## src/rtl/cell_sel_pkg.sv

```systemverilog
`timescale 1ns/1ps
// Shared sizing helpers for the cell selector.
// Assumes NCELL is small (a handful of cells), so a full pairwise compare is cheap.
package cell_sel_pkg;
    // Width needed to hold a count from 0 to n inclusive.
    function automatic int count_width(input int n);
        return $clog2(n + 1);
    endfunction
endpackage

```

## src/rtl/cell_hyst_quant.sv

```systemverilog
`timescale 1ns/1ps
// Turns a signed fixed-point regulator word into a whole cell count, with hysteresis.
// Assumes FRAC_W fraction bits per cell and that NCELL*2^FRAC_W fits in CTRL_W bits.
// The count only moves on a strobe; count_next is the value it will take.
module cell_hyst_quant #(
    parameter int NCELL  = 4,
    parameter int CTRL_W = 16,
    parameter int FRAC_W = 8,
    parameter int CNT_W  = 3
) (
    input  logic              clk,
    input  logic              rst_n,
    input  logic              tick,
    input  logic [CTRL_W-1:0] ctrl_word,
    output logic [CNT_W-1:0]  count_q,
    output logic [CNT_W-1:0]  count_next
);
    localparam int VW = CTRL_W + 1;
    localparam logic [VW-1:0] STEP_V = VW'(1 << FRAC_W);
    localparam logic [VW-1:0] FULL_V = VW'(NCELL << FRAC_W);

    logic [VW-1:0] v_clamp;
    logic [VW-1:0] up_thr;
    logic [VW-1:0] dn_thr;
    logic [VW-1:0] floor_w;
    logic [VW-1:0] ceil_w;
    logic [VW-1:0] cnt_w;

    // Clamp the signed word into the range 0 .. NCELL cells.
    always_comb begin
        if (ctrl_word[CTRL_W-1])
            v_clamp = '0;
        else if ({1'b0, ctrl_word} > FULL_V)
            v_clamp = FULL_V;
        else
            v_clamp = {1'b0, ctrl_word};
    end

    // Hysteresis band: move up only past the next whole step, down only at or below the previous one.
    always_comb begin
        cnt_w   = VW'(count_q);
        up_thr  = (cnt_w + VW'(1)) << FRAC_W;
        dn_thr  = (cnt_w - VW'(1)) << FRAC_W;
        floor_w = v_clamp >> FRAC_W;
        ceil_w  = (v_clamp + STEP_V - VW'(1)) >> FRAC_W;
        if (v_clamp >= up_thr)
            count_next = floor_w[CNT_W-1:0];
        else if ((count_q != '0) && (v_clamp <= dn_thr))
            count_next = ceil_w[CNT_W-1:0];
        else
            count_next = count_q;
    end

    // Hold the count, updating it on the switching strobe.
    always_ff @(posedge clk) begin
        if (!rst_n)
            count_q <= '0;
        else if (tick)
            count_q <= count_next;
    end

    assert_count_range_R2: assert property (@(posedge clk) disable iff (!rst_n)
        count_q <= CNT_W'(NCELL));
    assert_count_hold_R3: assert property (@(posedge clk) disable iff (!rst_n)
        !tick |=> $stable(count_q));
endmodule

```

## src/rtl/cell_energy_rank.sv

```systemverilog
`timescale 1ns/1ps
// Chooses the `count` cells with the lowest energy sums.
// Pairwise compare: cell i's rank is the number of cells that beat it, where a lower sum
// beats a higher one and, on equal sums, a lower index wins. Purely combinational.
module cell_energy_rank #(
    parameter int NCELL = 4,
    parameter int ENG_W = 24,
    parameter int CNT_W = 3
) (
    input  logic [NCELL*ENG_W-1:0] energy,
    input  logic [CNT_W-1:0]       count,
    output logic [NCELL-1:0]       pick
);
    logic [CNT_W-1:0] rank [NCELL];

    // Count how many cells beat each cell, then keep those ranked below the count.
    always_comb begin
        for (int i = 0; i < NCELL; i++) begin
            rank[i] = '0;
            for (int j = 0; j < NCELL; j++) begin
                if (j != i) begin
                    if ((energy[j*ENG_W +: ENG_W] < energy[i*ENG_W +: ENG_W]) ||
                        ((energy[j*ENG_W +: ENG_W] == energy[i*ENG_W +: ENG_W]) && (j < i)))
                        rank[i] = rank[i] + CNT_W'(1);
                end
            end
            pick[i] = (rank[i] < count);
        end
    end

    assert_pick_count_R4: assert final ($countones(pick) == int'(count) || int'(count) > NCELL);
endmodule

```

## src/rtl/cell_energy_acc.sv

```systemverilog
`timescale 1ns/1ps
// Saturating energy sum for one cell. Adds the power sample on each clock while
// the cell is inserted, clears on request, and flags a sum above the trip level.
module cell_energy_acc #(
    parameter int PWR_W = 16,
    parameter int ENG_W = 24
) (
    input  logic             clk,
    input  logic             rst_n,
    input  logic             clr,
    input  logic             inserted,
    input  logic [PWR_W-1:0] pwr,
    input  logic [ENG_W-1:0] trip,
    output logic [ENG_W-1:0] energy_q,
    output logic             over
);
    logic [ENG_W:0] sum;

    // Widened sum so a carry out marks saturation.
    always_comb sum = {1'b0, energy_q} + (ENG_W+1)'(pwr);

    // Integrate while inserted; clear has priority; saturate at full scale.
    always_ff @(posedge clk) begin
        if (!rst_n)
            energy_q <= '0;
        else if (clr)
            energy_q <= '0;
        else if (inserted)
            energy_q <= sum[ENG_W] ? {ENG_W{1'b1}} : sum[ENG_W-1:0];
    end

    // Strict over-threshold flag.
    always_comb over = (energy_q > trip);

    assert_bypass_flat_R5: assert property (@(posedge clk) disable iff (!rst_n)
        (!inserted && !clr) |=> $stable(energy_q));
    assert_no_wrap_R6: assert property (@(posedge clk) disable iff (!rst_n)
        !clr |=> (energy_q >= $past(energy_q)));
    assert_clear_R7: assert property (@(posedge clk) disable iff (!rst_n)
        clr |=> (energy_q == '0));
endmodule

```

## src/rtl/cell_balance_selector.sv

```systemverilog
`timescale 1ns/1ps
// Top of the energy-balanced series cell selector.
// On each switching strobe the quantised count selects the lowest-energy cells to insert;
// force_all inserts every cell at once. Assumes period_tick is a single-cycle pulse.
module cell_balance_selector #(
    parameter int NCELL  = 4,
    parameter int CTRL_W = 16,
    parameter int FRAC_W = 8,
    parameter int PWR_W  = 16,
    parameter int ENG_W  = 24,
    parameter int CNT_W  = cell_sel_pkg::count_width(NCELL)
) (
    input  logic                   clk,
    input  logic                   rst_n,
    input  logic                   period_tick,
    input  logic [CTRL_W-1:0]      ctrl_word,
    input  logic                   force_all,
    input  logic [NCELL*PWR_W-1:0] pwr_sample,
    input  logic                   energy_clr,
    input  logic [ENG_W-1:0]       trip_level,
    output logic [NCELL-1:0]       insert_mask,
    output logic [CNT_W-1:0]       req_count,
    output logic [NCELL*ENG_W-1:0] cell_energy,
    output logic [NCELL-1:0]       over_energy,
    output logic                   all_bypassed
);
    logic [CNT_W-1:0] count_next;
    logic [NCELL-1:0] pick;

    cell_hyst_quant #(
        .NCELL(NCELL), .CTRL_W(CTRL_W), .FRAC_W(FRAC_W), .CNT_W(CNT_W)
    ) u_quant (
        .clk(clk), .rst_n(rst_n), .tick(period_tick), .ctrl_word(ctrl_word),
        .count_q(req_count), .count_next(count_next)
    );

    cell_energy_rank #(
        .NCELL(NCELL), .ENG_W(ENG_W), .CNT_W(CNT_W)
    ) u_rank (
        .energy(cell_energy), .count(count_next), .pick(pick)
    );

    // Register the insert mask: force wins, otherwise refresh on the strobe.
    always_ff @(posedge clk) begin
        if (!rst_n)
            insert_mask <= '0;
        else if (force_all)
            insert_mask <= '1;
        else if (period_tick)
            insert_mask <= pick;
    end

    // One saturating energy sum per cell.
    for (genvar g = 0; g < NCELL; g++) begin : g_cell
        cell_energy_acc #(.PWR_W(PWR_W), .ENG_W(ENG_W)) u_acc (
            .clk(clk), .rst_n(rst_n), .clr(energy_clr), .inserted(insert_mask[g]),
            .pwr(pwr_sample[g*PWR_W +: PWR_W]), .trip(trip_level),
            .energy_q(cell_energy[g*ENG_W +: ENG_W]), .over(over_energy[g])
        );
    end

    // Sequencer status: no arrester in circuit.
    always_comb all_bypassed = (insert_mask == '0);

    assert_mask_pop_R4: assert property (@(posedge clk) disable iff (!rst_n)
        (period_tick && !force_all) |=> ($countones(insert_mask) == int'(req_count)));
    assert_mask_hold_R4: assert property (@(posedge clk) disable iff (!rst_n)
        (!period_tick && !force_all) |=> $stable(insert_mask));
    assert_force_all_R9: assert property (@(posedge clk) disable iff (!rst_n)
        force_all |=> (&insert_mask));
endmodule

```

## config.mk

```make
export PLATFORM = sky130hd
export DESIGN_NAME = cell_balance_selector
export DESIGN_NICKNAME = d
export VERILOG_FILES = /design/src/rtl/cell_sel_pkg.sv /design/src/rtl/cell_hyst_quant.sv /design/src/rtl/cell_energy_rank.sv /design/src/rtl/cell_energy_acc.sv /design/src/rtl/cell_balance_selector.sv
export SDC_FILE = /design/constraint.sdc
export NUM_CORES = 1
export LEC_CHECK = 0
export BUFFER_PORTS_ARGS = -buffer_cell sky130_fd_sc_hd__buf_2
export CORE_MARGIN = 1
export CORE_UTILIZATION = 50
export CTS_CLUSTER_SIZE = 25
export DETAILED_ROUTE_END_ITERATION = 10
export PLACE_DENSITY = 0.75
export SYNTH_ARGS = -nofsm -noshare
export SYNTH_HDL_FRONTEND = slang
export SYNTH_SLANG_ARGS = --single-unit
```

## constraint.sdc

```tcl
create_clock -name clk -period 3.8 [get_ports clk]
set_input_delay 0.38 -clock clk [delete_from_list [all_inputs] [get_ports clk]]
set_output_delay 0.38 -clock clk [all_outputs]
set_load 0.01 [all_outputs]
```

Yosys cells after proc, flatten, opt, wreduce, memory -nomap -nowiden
Cells that the tools add are included.

Bits in registers: 103. Bits of input ports: 109. Output and inout bits: 108. Word-level logic and storage cells: 85.

Add/subtract/negate cells: 16. $lt $le $gt $ge: 23. Eq/ne operators: 6. Multiplexer cells: 22. Bitwise operators: 1. Reductions and logical operators: 11.

Operators with widths (count): less-than comparator 24 bit (12); equality test 24 bit (6); adder 24 x 16 -> 25 bit (4); > comparator 24 bit (4); 2-to-1 mux 24 bit (4); 2-to-1 mux 15 bit (2); 2-to-1 mux 3 bit (10); adder 3 x 1 -> 3 bit, second input constant (8); <= comparator 15 x 17 -> 1 bit (1); > comparator 16 x 11 -> 1 bit, second input constant (1); >= comparator 15 x 12 -> 1 bit (1); less-than comparator 3 bit (4); adder 11 x 9 -> 11 bit, second input constant (1); subtractor 11 x 1 -> 11 bit, second input constant (1); 2-to-1 mux 4 bit (2); logical OR 1 bit (6); adder 3 x 1 -> 4 bit, second input constant (1); zero test 4 bit (1); 2-to-1 mux 1 bit (4); subtractor 3 x 1 -> 4 bit, second input constant (1); nonzero test 3 bit (1); nonzero test 2 bit (1); OR reduction 2 bit (1); logical AND 1 bit (1); NOT 1 bit (1).

Logic depth before layout (Yosys ltp)
Gate-level depths: netlist of run 1.

Depth after elaboration: 10. Mapped depth: 19. Gate-level depth less buffers: 19.

Cells and area by module
From an unflattened synthesis of run 1, not the netlist that was laid out.

Cell total of the unflattened synthesis: 1878. Area, all modules: 14976.9 um^2.

By module, submodules not included: cell_energy_acc (g_cell[0].u_acc ...) (times used 2, cells an instance 317, area each 2571.2 um^2, sequential area each 480.5 um^2); cell_energy_acc (g_cell[1].u_acc ...) (times used 2, cells an instance 316, area each 2553.7 um^2, sequential area each 480.5 um^2); cell_energy_rank (times used 1, cells an instance 501, area each 3824.9 um^2, sequential area each 0.0 um^2); cell_hyst_quant (times used 1, cells an instance 98, area each 740.7 um^2, sequential area each 60.1 um^2); cell_balance_selector (times used 1, cells an instance 13, area each 161.4 um^2, sequential area each 80.1 um^2).

Least setup slack after synthesis of run 1
OpenSTA, ideal clock, no wires.

Path type: register to register. Start point: reg g_cell[1].u_acc.energy_q[10]. End point: reg insert_mask[1]. Library setup time: 0.096 ns. Arrival: 3.550 ns. Required time: 3.704 ns. Slack: 0.155 ns. Cell stages (with the launch flop): 19. Path buffers: 0. Period minus slack after synthesis: 3.645 ns. Path through: dfxtp_1 > inv_1 > ha_1 > a21o_1 > a21o_1 > a221o_1 > a21o_1 > a21o_1 > a21oi_1 > nor2_1 > nor4_1 > ha_1 > nand2_1 > nor2_1 > ha_1 > or3_1 > o21ai_0 > o21ai_0 > o41ai_2.

Cells in the longest elaborated chain, start to end: 10. Elaborated cells on any way between the ends: 13. Those cells by class: add/sub: 2; order compare: 4; eq/ne: 1; mux: 5; reduce/logical: 1.

Ends and longest elaborated chain: start: declaration (RTL line cell_energy_acc.sv:14) `output logic [ENG_W-1:0] energy_q,`; start signal: assignment (RTL line cell_energy_acc.sv:29) `energy_q <= sum[ENG_W] ? {ENG_W{1'b1}} : sum[ENG_W-1:0];`; less-than comparator 24 bit / equality test 24 bit (equally long branches) (RTL line cell_energy_rank.sv:22, cell_energy_rank.sv:23); logical OR 1 bit (RTL line cell_energy_rank.sv:22) `if ((energy[j*ENG_W +: ENG_W] < energy[i*ENG_W +: ENG_W]) ||`; 2-to-1 mux 1 bit (RTL line cell_energy_rank.sv:22); adder 3 x 1 -> 3 bit (RTL line cell_energy_rank.sv:24) `rank[i] = rank[i] + CNT_W'(1);`; 2-to-1 mux 3 bit (RTL line cell_energy_rank.sv:22); adder 3 x 1 -> 3 bit (RTL line cell_energy_rank.sv:24); 2-to-1 mux 3 bit * (RTL line cell_energy_rank.sv:22); less-than comparator 3 bit * (RTL line cell_energy_rank.sv:27) `pick[i] = (rank[i] < count);`; 2-to-1 mux 4 bit * (RTL line cell_balance_selector.sv:49) `else if (period_tick)`; 2-to-1 mux 4 bit * (RTL line cell_balance_selector.sv:47) `else if (force_all)`; end signal: assignment (RTL line cell_balance_selector.sv:50) `insert_mask <= pick;`; end: declaration (RTL line cell_balance_selector.sv:21) `output logic [NCELL-1:0] insert_mask,`.

Every way passes the cells marked *; elsewhere a longest branch is shown, timed or not. The select of a mux whose other input is x is not followed. A chain may end at the register's enable or synchronous reset.

Worst setup path in the final report of run 1
Start point: reg g_cell[0].u_acc.energy_q[9]. End point: out over_energy[0].

Cells in the longest elaborated chain, start to end: 1.

Ends and longest elaborated chain: start: declaration (RTL line cell_energy_acc.sv:14); start signal: assignment (RTL line cell_energy_acc.sv:29); > comparator 24 bit (RTL line cell_energy_acc.sv:33) `always_comb over = (energy_q > trip);`; end: declaration (RTL line cell_balance_selector.sv:24) `output logic [NCELL-1:0] over_energy,`.

Every way passes these cells.

==> results.md, run 1 <==
Finish:
- The most common cell after layout, fill and taps aside is sky130_fd_sc_hd__ha_1.
- The repair_antennas step left the layout with diodes totalling 0.
- The fill cell total of the finished layout is 2307.
- At the end of the flow the core is filled with cells to 0.593.
- The final layout contains 2327 nets.
- Summing all non-filler instances in the final layout gives an area of 15400 µm².
- In the layout the commonest cells are 329 x sky130_fd_sc_hd__ha_1, 216 x sky130_fd_sc_hd__buf_2, 144 x sky130_fd_sc_hd__a21oi_1, 144 x sky130_fd_sc_hd__inv_1, 108 x sky130_fd_sc_hd__o21ai_0.
- Of the cells placed in the final design, the portion with a size suffix greater than 1 is 0.180.
- Compared with the post-synthesis result, the final layout area differs by 16.6%.

Synth:
- The number of instances in the synthesized netlist is 1620.
- The async set or reset register ratio after synthesis is 0.
- In this run, synthesis produced a sequential element count of 103.
- The most used flip-flop cell after synthesis is sky130_fd_sc_hd__dfxtp_1.
- The share of the synthesized area in the top cell type is 0.316.
- In this run, distinct cell masters in the synthesized netlist total 71.
- The post-synthesis cell type with the largest combined area is sky130_fd_sc_hd__ha_1.
- Dividing the synthesized area by the synthesized cell count gives 8.13 µm².
- The number of synthesized flops with an enable pin is 0.
- The number of warning messages in the yosys log is 0.
- Of the synthesized area, sequential elements account for 0.157.
- By area the synthesized netlist is led by sky130_fd_sc_hd__ha_1 32%, sky130_fd_sc_hd__dfxtp_1 16%, sky130_fd_sc_hd__a21oi_1 5.5%.
- The synthesized netlist occupies a cell area of 13200 µm².

Global route:
- For met2 alone, demand over resource in global routing was 0.527.
- The maximum number of pins on one net before global-route repair is 41.
- The first global-routing pass estimated 66900 µm of wire.
- For this run the aggregate overflow at the end of global routing stands at 0.
- For met1 alone, demand over resource in global routing was 0.411.
- The highest-utilization routing layer at the global route stage is met2.
- The number of antenna violations at the first check in global routing is 0.
- For met3 alone, demand over resource in global routing was 0.0492.
- The via count of the first global-routing pass is 13000.
- The overall global routing resource usage is 0.322.

Detailed routing:
- Summing over every cut layer, the via total after detailed routing is 13700.
- After detailed routing, the total wire length is 43300 µm.
- After detailed routing, the average wire length per cell comes to 19.5 µm.
- The final routed DRC violation total is 0.
- The count of nets left with antenna violations after detail routing is 0.
- Dividing the detail-routed via count by the number of cells gives 6.18.
- Before antenna repair, the detailed router went through 5 iterations.
- In this run, the number of DRC markers left after iteration 0 of detailed routing was 1019.

Pwr:
- The combinational cell fraction of total power is 0.660.
- Across the VDD grid, the largest voltage drop is 416 µV.
- The switching fraction of total power is 0.480.
- Dividing total power by cell area gives a power density of 467 nW/µm².
- The part of the total power dissipated in the clock network is 0.128.
- The sequential fraction of design power is 0.212.
- The internal portion of the total power is 0.00373 W.
- After layout, the design draws a total of 0.00717 W.
- The switching power summed over all nets is 0.00344 W.
- The leakage power total is 7.95 nW.

STA:
- The relative slew slack is 0.224.
- The number of pins exceeding their max-slew limit in the final report came to 0.
- Dividing the final minimum period by the clock period gives 0.971.
- For the pin with the worst max-slew slack, the measured transition is 1.16 ns.
- The largest clock skew in the final design is 0.00992 ns.
- The number of endpoints failing setup at the final stage is 0.
- Setup total negative slack on the finished layout was measured at 0 ns.
- The routed design could run at a clock period as short as 3.69 ns.
- The number of hold violations in the final report is 0.
- Static timing analysis puts the maximum clock frequency at 271 MHz.

Clock network:
- Clock-pin slew was measured on the worst setup and hold paths at 0.08 ns.
- The sink count of the clock tree is 103.
- The library cell used as clock root buffer is sky130_fd_sc_hd__clkbuf_16.
- The maximum number of buffers from clock root to sink is 2.
- In this run, post-CTS hold repair placed 0 buffers.
- The depth of the CTS H-tree is 3.
- TritonCTS built the clock tree.
- The later-pin clock latency in the skew report is 0.37 ns.
- TritonCTS created 9 clock buffers.

Status:
- The flow ran to the end, and the final reports show no timing, DRC or antenna violations.

Die:
- After floorplanning, the core was sized to cover 25900 µm².
- The die is 164 µm wide.
- The number of rows in the core area is 59.
- The initial utilization of the core area, before any placement, comes to 0.508.
- The vertical die dimension is 164 µm.
- In this run the count of I/O pins placed on the die edge is 217.
- The total die area is 27000 µm².

Critical path:
- Of all nets on the critical path, the largest fanout is 6.
- The data required time at the worst endpoint is 3.42 ns.
- The type of the setup path with the least slack is flop to output pin.
- STA classifies the critical path startpoint as a flop.
- The signal arrival time at the worst endpoint is 3.31 ns.
- STA classifies the critical path endpoint as an output pin.

Placed design:
- The half-perimeter wire length after detailed placement is 35900 µm.
- The number of port buffers is 216.
- Routability-driven placement finished with a final weighted congestion of 0.965.
- Summing all placed instances gives a cell area of 15000 µm².

Hold path:
- The path class of the tightest hold or removal check is input pin to flop.

Run:
- The number of max-cap violations is 0.
==> Yosys cell counts (7+ instances only) <==
cell / instances
sky130_fd_sc_hd__xnor2_1: 33
sky130_fd_sc_hd__a211oi_1: 12
sky130_fd_sc_hd__nor4_1: 10
sky130_fd_sc_hd__ha_1: 332
sky130_fd_sc_hd__a21oi_1: 145
sky130_fd_sc_hd__a31oi_1: 21
sky130_fd_sc_hd__o21bai_1: 7
sky130_fd_sc_hd__o211ai_1: 11
sky130_fd_sc_hd__dfxtp_1: 103
sky130_fd_sc_hd__buf_4: 8
sky130_fd_sc_hd__xor2_1: 31
sky130_fd_sc_hd__a21o_1: 66
sky130_fd_sc_hd__nor3_1: 25
sky130_fd_sc_hd__a311oi_1: 7
sky130_fd_sc_hd__and3_1: 23
sky130_fd_sc_hd__nand2_1: 57
sky130_fd_sc_hd__o31ai_1: 10
sky130_fd_sc_hd__nand4_1: 59
sky130_fd_sc_hd__mux2i_1: 8
sky130_fd_sc_hd__clkbuf_1: 25
sky130_fd_sc_hd__and2_1: 10
sky130_fd_sc_hd__nand2b_1: 24
sky130_fd_sc_hd__o21ai_0: 114
sky130_fd_sc_hd__nor2_1: 96
sky130_fd_sc_hd__or2_2: 7
sky130_fd_sc_hd__nor2b_1: 29
sky130_fd_sc_hd__nand3_1: 30
sky130_fd_sc_hd__inv_1: 149
sky130_fd_sc_hd__o21a_1: 49
sky130_fd_sc_hd__a221oi_1: 36
==> power by group through the flow <==
stage	Clock (W)	Combinational (W)	Sequential, W
2_1_floorplan	0	0.00314	0.00147
3_3_place_gp	0	0.00437	0.00153
3_5_place_dp	0	0.00450	0.00153
4_1_cts	0.000915	0.00454	0.00151
5_1_grt	0.000953	0.00524	0.00154
6_report	0.000920	0.00473	0.00152
==> timing repair <==
action | in CTS | in global routing
setup endpoints to repair | 0 | 6
resized for setup | 0 | 26
endpoints found under the hold margin | 0 | 0
buffers inserted | 0 | 3
==> per-stage QoR <==
step | hold slack, ns | setup slack, ns | instances
2_1_floorplan | 0.502 | 0.155 | 1624
3_3_place_gp | 0.543 | 0.0444 | 2203
3_5_place_dp | 0.542 | -0.0817 | 2203
4_1_cts | 0.325 | 0.00315 | 2219
5_1_grt | 0.340 | -0.0343 | 2222
6_report | 0.312 | 0.110 | 2222
==> critical path, cell delays in order (launching register included) <==
cell and delay [ns]:
sky130_fd_sc_hd__dfxtp_2 0.44, sky130_fd_sc_hd__ha_1 0.28, sky130_fd_sc_hd__a21o_1 0.17, sky130_fd_sc_hd__a21o_1 0.17, sky130_fd_sc_hd__a21o_1 0.16, sky130_fd_sc_hd__a21o_1 0.18
sky130_fd_sc_hd__a21o_1 0.17, sky130_fd_sc_hd__a21o_1 0.19, sky130_fd_sc_hd__a221o_1 0.44, sky130_fd_sc_hd__a221oi_1 0.41, sky130_fd_sc_hd__a31oi_1 0.13, sky130_fd_sc_hd__buf_2 0.19
==> cells by family after synthesis <==
logic type | synth area share
AOI/OAI and AO/OA | 0.262
xor gates and xnor gates | 0.0426
adders and majority gates | 0.322
buffers and inverters | 0.0545
DFF | 0.157
muxes | 0.00722
other | 0.000570
and+or+nand+nor | 0.155
==> layout make-up <==
class	instances	area [µm²]	area share
timing repair buffer	280	1560	0.102
multi-input combinational	1338	10500	0.682
sequential	103	2070	0.135
clock buffer	10	229	0.0149
tap	335	419	0.0273
clock inverter	6	43.8	0.00285
inverter	150	563	0.0367
==> final timing paths <==
| path | slack [ns] | depth (start not counted) | endpoint | from |
|---|---|---|---|---|
| worst min register to register | 0.52 | 1 | g_cell[1].u_acc.energy_q[21]$_SDFFE_PP0P_ | g_cell[1].u_acc.energy_q[21]$_SDFFE_PP0P_ |
| worst min-delay path | 0.31 | 3 | insert_mask[1]$_SDFFE_PN0P_ | force_all |
| worst max-delay path | 0.11 | 11 | over_energy[0] | g_cell[0].u_acc.energy_q[9]$_SDFFE_PP0P_ |
| worst max register to register | 0.14 | 19 | insert_mask[1]$_SDFFE_PN0P_ | g_cell[1].u_acc.energy_q[10]$_SDFFE_PP0P_ |
==> layer usage <==
layer,wire (µm),vias to the layer above
li1,-,6587
met4,2090,0
met2,19200,623
met1,18500,6395
met5,0,-
met3,3600,129
==> sequential cells by signal (all words and copies together) (netlist names) <==
signal                 cells
g_cell.u_acc.energy_q     96
insert_mask                4
u_quant.count_q            3
Power figures use the tool's default switching activity.
==> inputs of run 2 (changes only) <==
- CORE_UTILIZATION: 50 -> 53
- PLACE_DENSITY: 0.75 -> 0.79
==> run 2 against run 1 <==
Core utilization grew 4.1 points. Global-route usage rose by 1.4 points. Via count rose by 0.87%. Register-to-register slack gained 0.03 ns. Total power shrank 0.68%. Cell area rose by 0.38%. Die area is 5.6% lower. Cell count decreased by 0.27%. Count of clock-buffer cells in the layout down 1.
==> results.md, run 2 (synthesis gave the netlist of run 1 again) <==
Status:
- The run finished with clean final reports.

Critical path:
- Along the worst path, the maximum fanout reaches 6.
- The depth of the worst register-to-register path is 19.
- The type of the setup path with the least slack is flop to output pin.
- The signal arrival time at the worst endpoint is 3.31 ns.
- Data on the critical path is required at its endpoint by 3.42 ns.
- The kind of start point of the critical path is a flop.
- STA classifies the critical path endpoint as an output pin.

Global route:
- For this run the aggregate overflow at the end of global routing stands at 0.
- The number of antenna violations at the first check in global routing is 0.
- The first global-routing pass estimated 67900 µm of wire.
- For this run, the total global-route usage over all layers was measured as 0.336.
- Entering global routing, the biggest net connects 41 pins.
- The via count of the first global-routing pass is 13000.

Finish:
- In the final layout, the registers with the most flip-flops are g_cell.u_acc.energy_q x96, insert_mask x4, u_quant.count_q x3.
- The post-layout utilization of the core is 0.634.
- The filler cells instantiated in the layout total 2151.
- The number of antenna diodes is 0.
- The register with the most flip-flops in the layout has 96 of them.
- The sequential cell area in the final layout is 2070 µm².
- Leaving out fill and tap cells, the most frequent cell in the layout is sky130_fd_sc_hd__ha_1.
- The area growth from synthesis to layout is 17.1%.
- In the final layout, the multi-input gates occupy 10500 µm².
- Leaving out fill and tap cells, the most frequent cells in the layout are 329 x sky130_fd_sc_hd__ha_1, 216 x sky130_fd_sc_hd__buf_2, 145 x sky130_fd_sc_hd__inv_1.
- The summed area of non-filler cells in the final layout is 15400 µm².
- The final layout contains 2332 nets.
- Of the cells placed in the final design, the portion with a size suffix greater than 1 is 0.185.
- More flip-flops sit in one register than any other, and that register is g_cell.u_acc.energy_q.

Die:
- The floorplan step set the die width to 160 µm.
- After floorplanning, the core was divided into 57 placement rows.
- The core region area is 24300 µm².
- The initial cell density of the core is 0.541.
- In this run the count of I/O pins placed on the die edge is 217.
- The die covers 25500 µm².
- The vertical die dimension is 160 µm.

STA:
- The relative slew slack is 0.243.
- The number of hold violations in the final report came to 0.
- The number of endpoints failing setup at the final stage is 0.
- Based on the critical path, the design can be clocked at up to 271 MHz.
- The slack of the critical path is 0.111 ns.
- The shortest period the worst path allows is 3.69 ns.
- Summed over all failing endpoints, the final setup total negative slack is 0 ns.
- Dividing the final minimum period by the clock period gives 0.971.
- At the pin with the least slew margin, the transition time is 1.14 ns.
- The number of pins exceeding their max-slew limit in the final report is 0.
- The largest clock skew in the final design is 0.00999 ns.

Pwr:
- The leakage power total is 7.98 nW.
- Across the VDD grid, the largest voltage drop is 287 µV.
- The total power after layout is 0.00712 W.
- Dividing total power by cell area gives a power density of 462 nW/µm².

Clock network:
- The clock transition at the registers of the reported paths is 0.08 ns.
- The sink count of the clock tree is 103.
- The later-pin clock latency in the skew report is 0.37 ns.
- CTS placed an instance of sky130_fd_sc_hd__clkbuf_16 at the clock tree root.
- The clock passes through at most 2 buffers.
- TritonCTS built the clock tree.
- The depth of the CTS H-tree is 3.
- The clock buffer count from CTS is 9.
- For this design, the CTS-stage hold fixing added 0 buffers.

Detailed routing:
- The first TritonRoute pass finished after 5 iterations.
- Summed over all layers, the routed wires come to 43700 µm.
- The count of nets left with antenna violations after detail routing is 0.
- In the routed layout, each cell is associated on average with a via count of 6.25.
- For this block, the via count after detailed routing is 13900.
- The average routed wire per standard cell is 19.7 µm.
- The number of DRC violations after detailed-routing iteration 0 is 1076.
- The final routed DRC violation total is 0.

Hold path:
- The tightest min-delay check is of the input pin to flop type.
- The worst hold path cell count is 3.

Placed design:
- The HPWL after detailed placement is 36100 µm.
- The area after detailed placement is 15000 µm².
- The count of buffers added on input and output ports is 216.
- The congestion estimate from routability-driven global placement came to 1.01.
- Timing analysis after detailed placement gives a worst setup slack of -0.0275 ns.

Run:
- Across the run, the number of max-cap violations was 0.
## run 2: changes by cell type in the layout (fill, tap and decap cells not counted), sizes merged
cell,before,now
clkbuf,10,9
inv,152,151
buf,280,285
clkinv,3,4
clkinvlp,1,2
## run 2: layout make-up
cell class,count,area share
well taps,324,0.0263
multi-input cells,1338,0.681
clock buffers,9,0.0146
flip-flops and latches,103,0.134
inverters,150,0.0367
repair buffers,285,0.104
clock inverters,7,0.00357
## run 2: power breakdown
group	internal [W]	switching (W)	total (W)
sequential	0.00123	0.000299	0.00153
combinational	0.00203	0.00264	0.00466
clock	0.000452	0.000479	0.000930
## run 2: through the flow
stage | hold slack [ns] | std cells
after CTS | 0.315 | 2215
after detailed placement | 0.568 | 2199
after global routing | 0.319 | 2216
after global placement | 0.565 | 2199
after floorplan | 0.502 | 1624
final | 0.296 | 2216
## run 2: worst paths after layout
path	to	slack [ns]	start
worst min register to register	g_cell[0].u_acc.energy_q[19]$_SDFFE_PP0P_	0.60	g_cell[0].u_acc.energy_q[19]$_SDFFE_PP0P_
worst max-delay path	over_energy[0]	0.11	g_cell[0].u_acc.energy_q[8]$_SDFFE_PP0P_
worst min-delay path	insert_mask[1]$_SDFFE_PN0P_	0.30	force_all
worst max register to register	insert_mask[1]$_SDFFE_PN0P_	0.17	g_cell[1].u_acc.energy_q[10]$_SDFFE_PP0P_
## run 2: per-layer routing
metal,vias to the layer above,part of all wire,track usage
li1,6627,-,-
met1,6526,0.43,0.436
met2,620,0.46,0.562
met3,80,0.079,0.0453
met4,0,0.032,0.130
met5,-,0,0
## run 2: what timing repair did
action / in CTS / in global routing
pin swaps: 0 / 7
endpoints found under the setup margin: 1 / 5
hold endpoints to repair: 0 / 0
gates resized for setup: 1 / 28
setup buffers: 0 / 1
## run 2: critical path, stage by stage (launching register included)
cell and delay (ns):
sky130_fd_sc_hd__dfxtp_1 0.44, sky130_fd_sc_hd__ha_1 0.25, sky130_fd_sc_hd__a21o_1 0.18, sky130_fd_sc_hd__a21o_1 0.18, sky130_fd_sc_hd__a21o_1 0.17, sky130_fd_sc_hd__a21o_1 0.18, sky130_fd_sc_hd__a21o_1 0.18, sky130_fd_sc_hd__a21o_1 0.19
sky130_fd_sc_hd__a221o_1 0.43, sky130_fd_sc_hd__a221oi_1 0.42, sky130_fd_sc_hd__a31oi_1 0.15, sky130_fd_sc_hd__buf_2 0.18
==> inputs of run 3 (changes only) <==
- ABC_CLOCK_PERIOD_IN_PS: unset -> 3900
- CORE_UTILIZATION: 53 -> 59
- PLACE_DENSITY: 0.79 -> 0.83
- clock period: 3.8 -> 3.9 ns (I/O delays scaled with it)
==> run 3 against run 2 <==
Non-clock buffer count decreased by 10. Total power decreased by 1.1%. Sequential power about the same. Sequential cell count unchanged. Sequential share of layout area increased by 0.082 points. Worst hold slack improved by 0.026 ns. Critical path depth unchanged. Combinational power decreased by 3%. First-iteration DRC count decreased by 22%. Routed wire length decreased by 3.1%. Die area decreased by 10%. Critical endpoint unchanged. Largest power group unchanged.
==> results.md, run 3 (synthesis gave the netlist of run 1 again) <==
STA:
- The number of pins exceeding their max-slew limit in the final report is 0.
- In the finished design, the share of the clock period the worst path needs comes to 0.988.
- The worst pin sits at a relative slew slack of 0.188.
- The sum of negative setup slack is 0 ns.
- The highest attainable clock frequency is 259 MHz.
- The actual slew at the worst max-slew pin is 1.22 ns.
- Clock skew on the completed layout was measured at 0.0101 ns.
- Setup slack on the critical path of the routed design comes to 0.0457 ns.
- The number of endpoints failing setup at the final stage is 0.
- The number of hold violations in the final report is 0.
- After layout, the minimum clock period comes to 3.85 ns.

Placed design:
- OpenSTA, run right after detailed placement, puts the worst setup slack at -0.00138 ns.
- The number of port buffers is 216.
- The half-perimeter wire length after detailed placement is 34900 µm.
- Routability-driven placement finished with a final weighted congestion of 0.983.

Global route:
- The via count of the first global-routing pass is 12700.
- The total overflow left after global routing is 0.
- The maximum number of pins on one net before global-route repair is 41.
- The number of antenna violations at the first check in global routing is 0.
- For this run, the total global-route usage over all layers was measured as 0.366.
- The first global-routing pass estimated 64600 µm of wire.

Critical path:
- The signal arrival time at the worst endpoint is 3.46 ns.
- The kind of start point of the critical path is a flop.
- Data on the critical path is required at its endpoint by 3.51 ns.
- Among all stages on the critical path, the largest delay is contributed by sky130_fd_sc_hd__dfxtp_1.
- The longest individual stage delay on the worst path is 0.54 ns.
- The critical path goes through ha_1, a21o_1, a21o_1, a21o_1, a21o_1, a21o_1, a21o_1, a221o_1, a221oi_1, a31oi_1, buf_2.
- The category of the worst setup path capture point is an output pin.
- Along the worst path, the maximum fanout reaches 6.
- The cell type with the highest occurrence count on the critical path is sky130_fd_sc_hd__a21o_1.
- The worst setup path is of the flop to output pin kind.

Finish:
- The fill cell total of the finished layout is 1832.
- The top cell types in the final layout, fill and taps aside, are 331 x sky130_fd_sc_hd__ha_1, 216 x sky130_fd_sc_hd__buf_2, 149 x sky130_fd_sc_hd__inv_1.
- Counting flops per register, the top entry is g_cell.u_acc.energy_q.
- The post-layout utilization of the core is 0.700.
- The largest registers in the layout are g_cell.u_acc.energy_q x96, insert_mask x4, u_quant.count_q x3.
- The area growth from synthesis to layout is 16.0%.
- Of the cells placed in the final design, the portion with a size suffix greater than 1 is 0.172.
- Registers take 2070 µm².
- The number of antenna diodes in the final layout is 0.
- The number of flip-flops in the largest register is 96.
- The multi-input combinational cells in the finished layout cover a total of 10400 µm².
- The post-layout net count is 2322.
- Leaving out fill and tap cells, the most frequent cell in the layout is sky130_fd_sc_hd__ha_1.

Detailed routing:
- Dividing the detail-routed wire length by the instance count gives 19.6 µm.
- The detail route stage leaves a number of antenna-violating nets equal to 0.
- The total iterations of the first detailed-routing run is 6.
- After detailed routing, the number of vias per cell comes to 6.34.
- The final route contains 13700 vias.
- The first routing iteration left 842 violations.
- The total routed wirelength is 42300 µm.
- The final routed DRC violation total is 0.

Die:
- The core region area is 21800 µm².
- The total I/O pin count is 217.
- The width of the chip is 151 µm.
- The floorplan step defined a die boundary enclosing 22900 µm².
- The number of rows in the core area is 54.
- For this configuration, the core starts out at a cell density of 0.603.
- The die is 151 µm tall.

Clock network:
- Hold repair after CTS inserted 0 buffers.
- The TritonCTS clock tree is yes.
- The depth of the CTS H-tree is 3.
- The library cell used as clock root buffer is sky130_fd_sc_hd__clkbuf_16.
- The later-pin clock latency in the skew report is 0.36 ns.
- Buffers inserted during clock tree synthesis total 9.
- Clock-pin slew was measured on the worst setup and hold paths at 0.08 ns.
- The maximum number of buffers from clock root to sink is 2.
- The sink count of the clock tree is 103.

Run:
- The tool flagged a number of max-cap violations equal to 0.

Pwr:
- In this run the static leakage power is 7.94 nW.
- The switching fraction of total power is 0.471.
- Of the total power, the clock network draws 0.145.
- The internal power of the cells totals 0.00373 W.
- IR analysis of the VDD net gives a maximum drop of 404 µV.
- For this design the total switching power over the nets is 0.00332 W.
- The power density over the cells is 461 nW/µm².
- The combinational cell fraction of total power is 0.639.
- The sequential fraction of design power is 0.215.

Hold path:
- The class of the tightest hold or removal check is input pin to flop.

Status:
- The flow ran to the end, and the final reports show no timing, DRC or antenna violations.
run 3: cell count changes in the layout (fill, tap and decap cells not counted), moves of 2 or more:
cell / change
sky130_fd_sc_hd__buf_4: -10
sky130_fd_sc_hd__bufinv_16: +2
sky130_fd_sc_hd__dfxtp_1: +4
sky130_fd_sc_hd__dfxtp_2: -3
sky130_fd_sc_hd__ha_1: +2
sky130_fd_sc_hd__ha_4: -2
sky130_fd_sc_hd__inv_1: +4
sky130_fd_sc_hd__inv_2: -3
sky130_fd_sc_hd__inv_6: -2
run 3: per-stage QoR:
| stage | hold slack, ns | cells | power (W) | cell area [µm²] |
|---|---|---|---|---|
| 4_1_cts | 0.330 | 2161 | 0.00687 | 15200 |
| 6_report | 0.322 | 2162 | 0.00704 | 15300 |
| 2_1_floorplan | 0.512 | 1624 | 0.00449 | 13200 |
| 3_3_place_gp | 0.557 | 2145 | 0.00570 | 14900 |
| 5_1_grt | 0.346 | 2162 | 0.00759 | 15300 |
| 3_5_place_dp | 0.561 | 2145 | 0.00583 | 14900 |
run 3: cell type report:
type	instances	area share
clock buffer	11	0.0159
sequential	103	0.135
tap	280	0.0229
timing repair buffer	275	0.0998
multi-input combinational	1338	0.684
clock inverter	5	0.00533
inverter	150	0.0369
run 3: metal layers:
metal	wire, µm	track usage	up-vias
met5	0	0	-
met4	1730	0.165	0
met3	3410	0.0500	122
met2	19000	0.606	624
met1	18200	0.470	6369
li1	-	-	6589
run 3: timing repair:
action | CTS | global route
buffers inserted | 0 | 1
endpoints found under the setup margin | 0 | 3
resized for setup | 0 | 11
run 3: critical path: cells and delay by family, from the launching register on:
kind                     cells  cell delay, ns
AO/OA/AOI/OAI                9            2.04
adder cells (fa/ha/maj)      1            0.33
buffers and inverters        1            0.18
flip-flops                   1            0.54
run 3: path summary, 6_finish.rpt:
check | slack, ns | cells past startpoint | start | endpoint
max | 0.05 | 11 | g_cell[0].u_acc.energy_q[9]$_SDFFE_PP0P_ | over_energy[0]
min | 0.32 | 3 | force_all | insert_mask[1]$_SDFFE_PN0P_
max reg2reg | 0.19 | 20 | g_cell[1].u_acc.energy_q[9]$_SDFFE_PP0P_ | insert_mask[2]$_SDFFE_PN0P_
min reg2reg | 0.58 | 2 | g_cell[1].u_acc.energy_q[21]$_SDFFE_PP0P_ | g_cell[1].u_acc.energy_q[21]$_SDFFE_PP0P_
run 3: power groups by stage:
stage               clock network [W]  registers, W  logic (W)
CTS                           0.00102       0.00150    0.00435
detailed placement                  0       0.00152    0.00431
finish                        0.00102       0.00152    0.00450
floorplan                           0       0.00143    0.00306
global route                  0.00107       0.00153    0.00499
global placement                    0       0.00152    0.00418
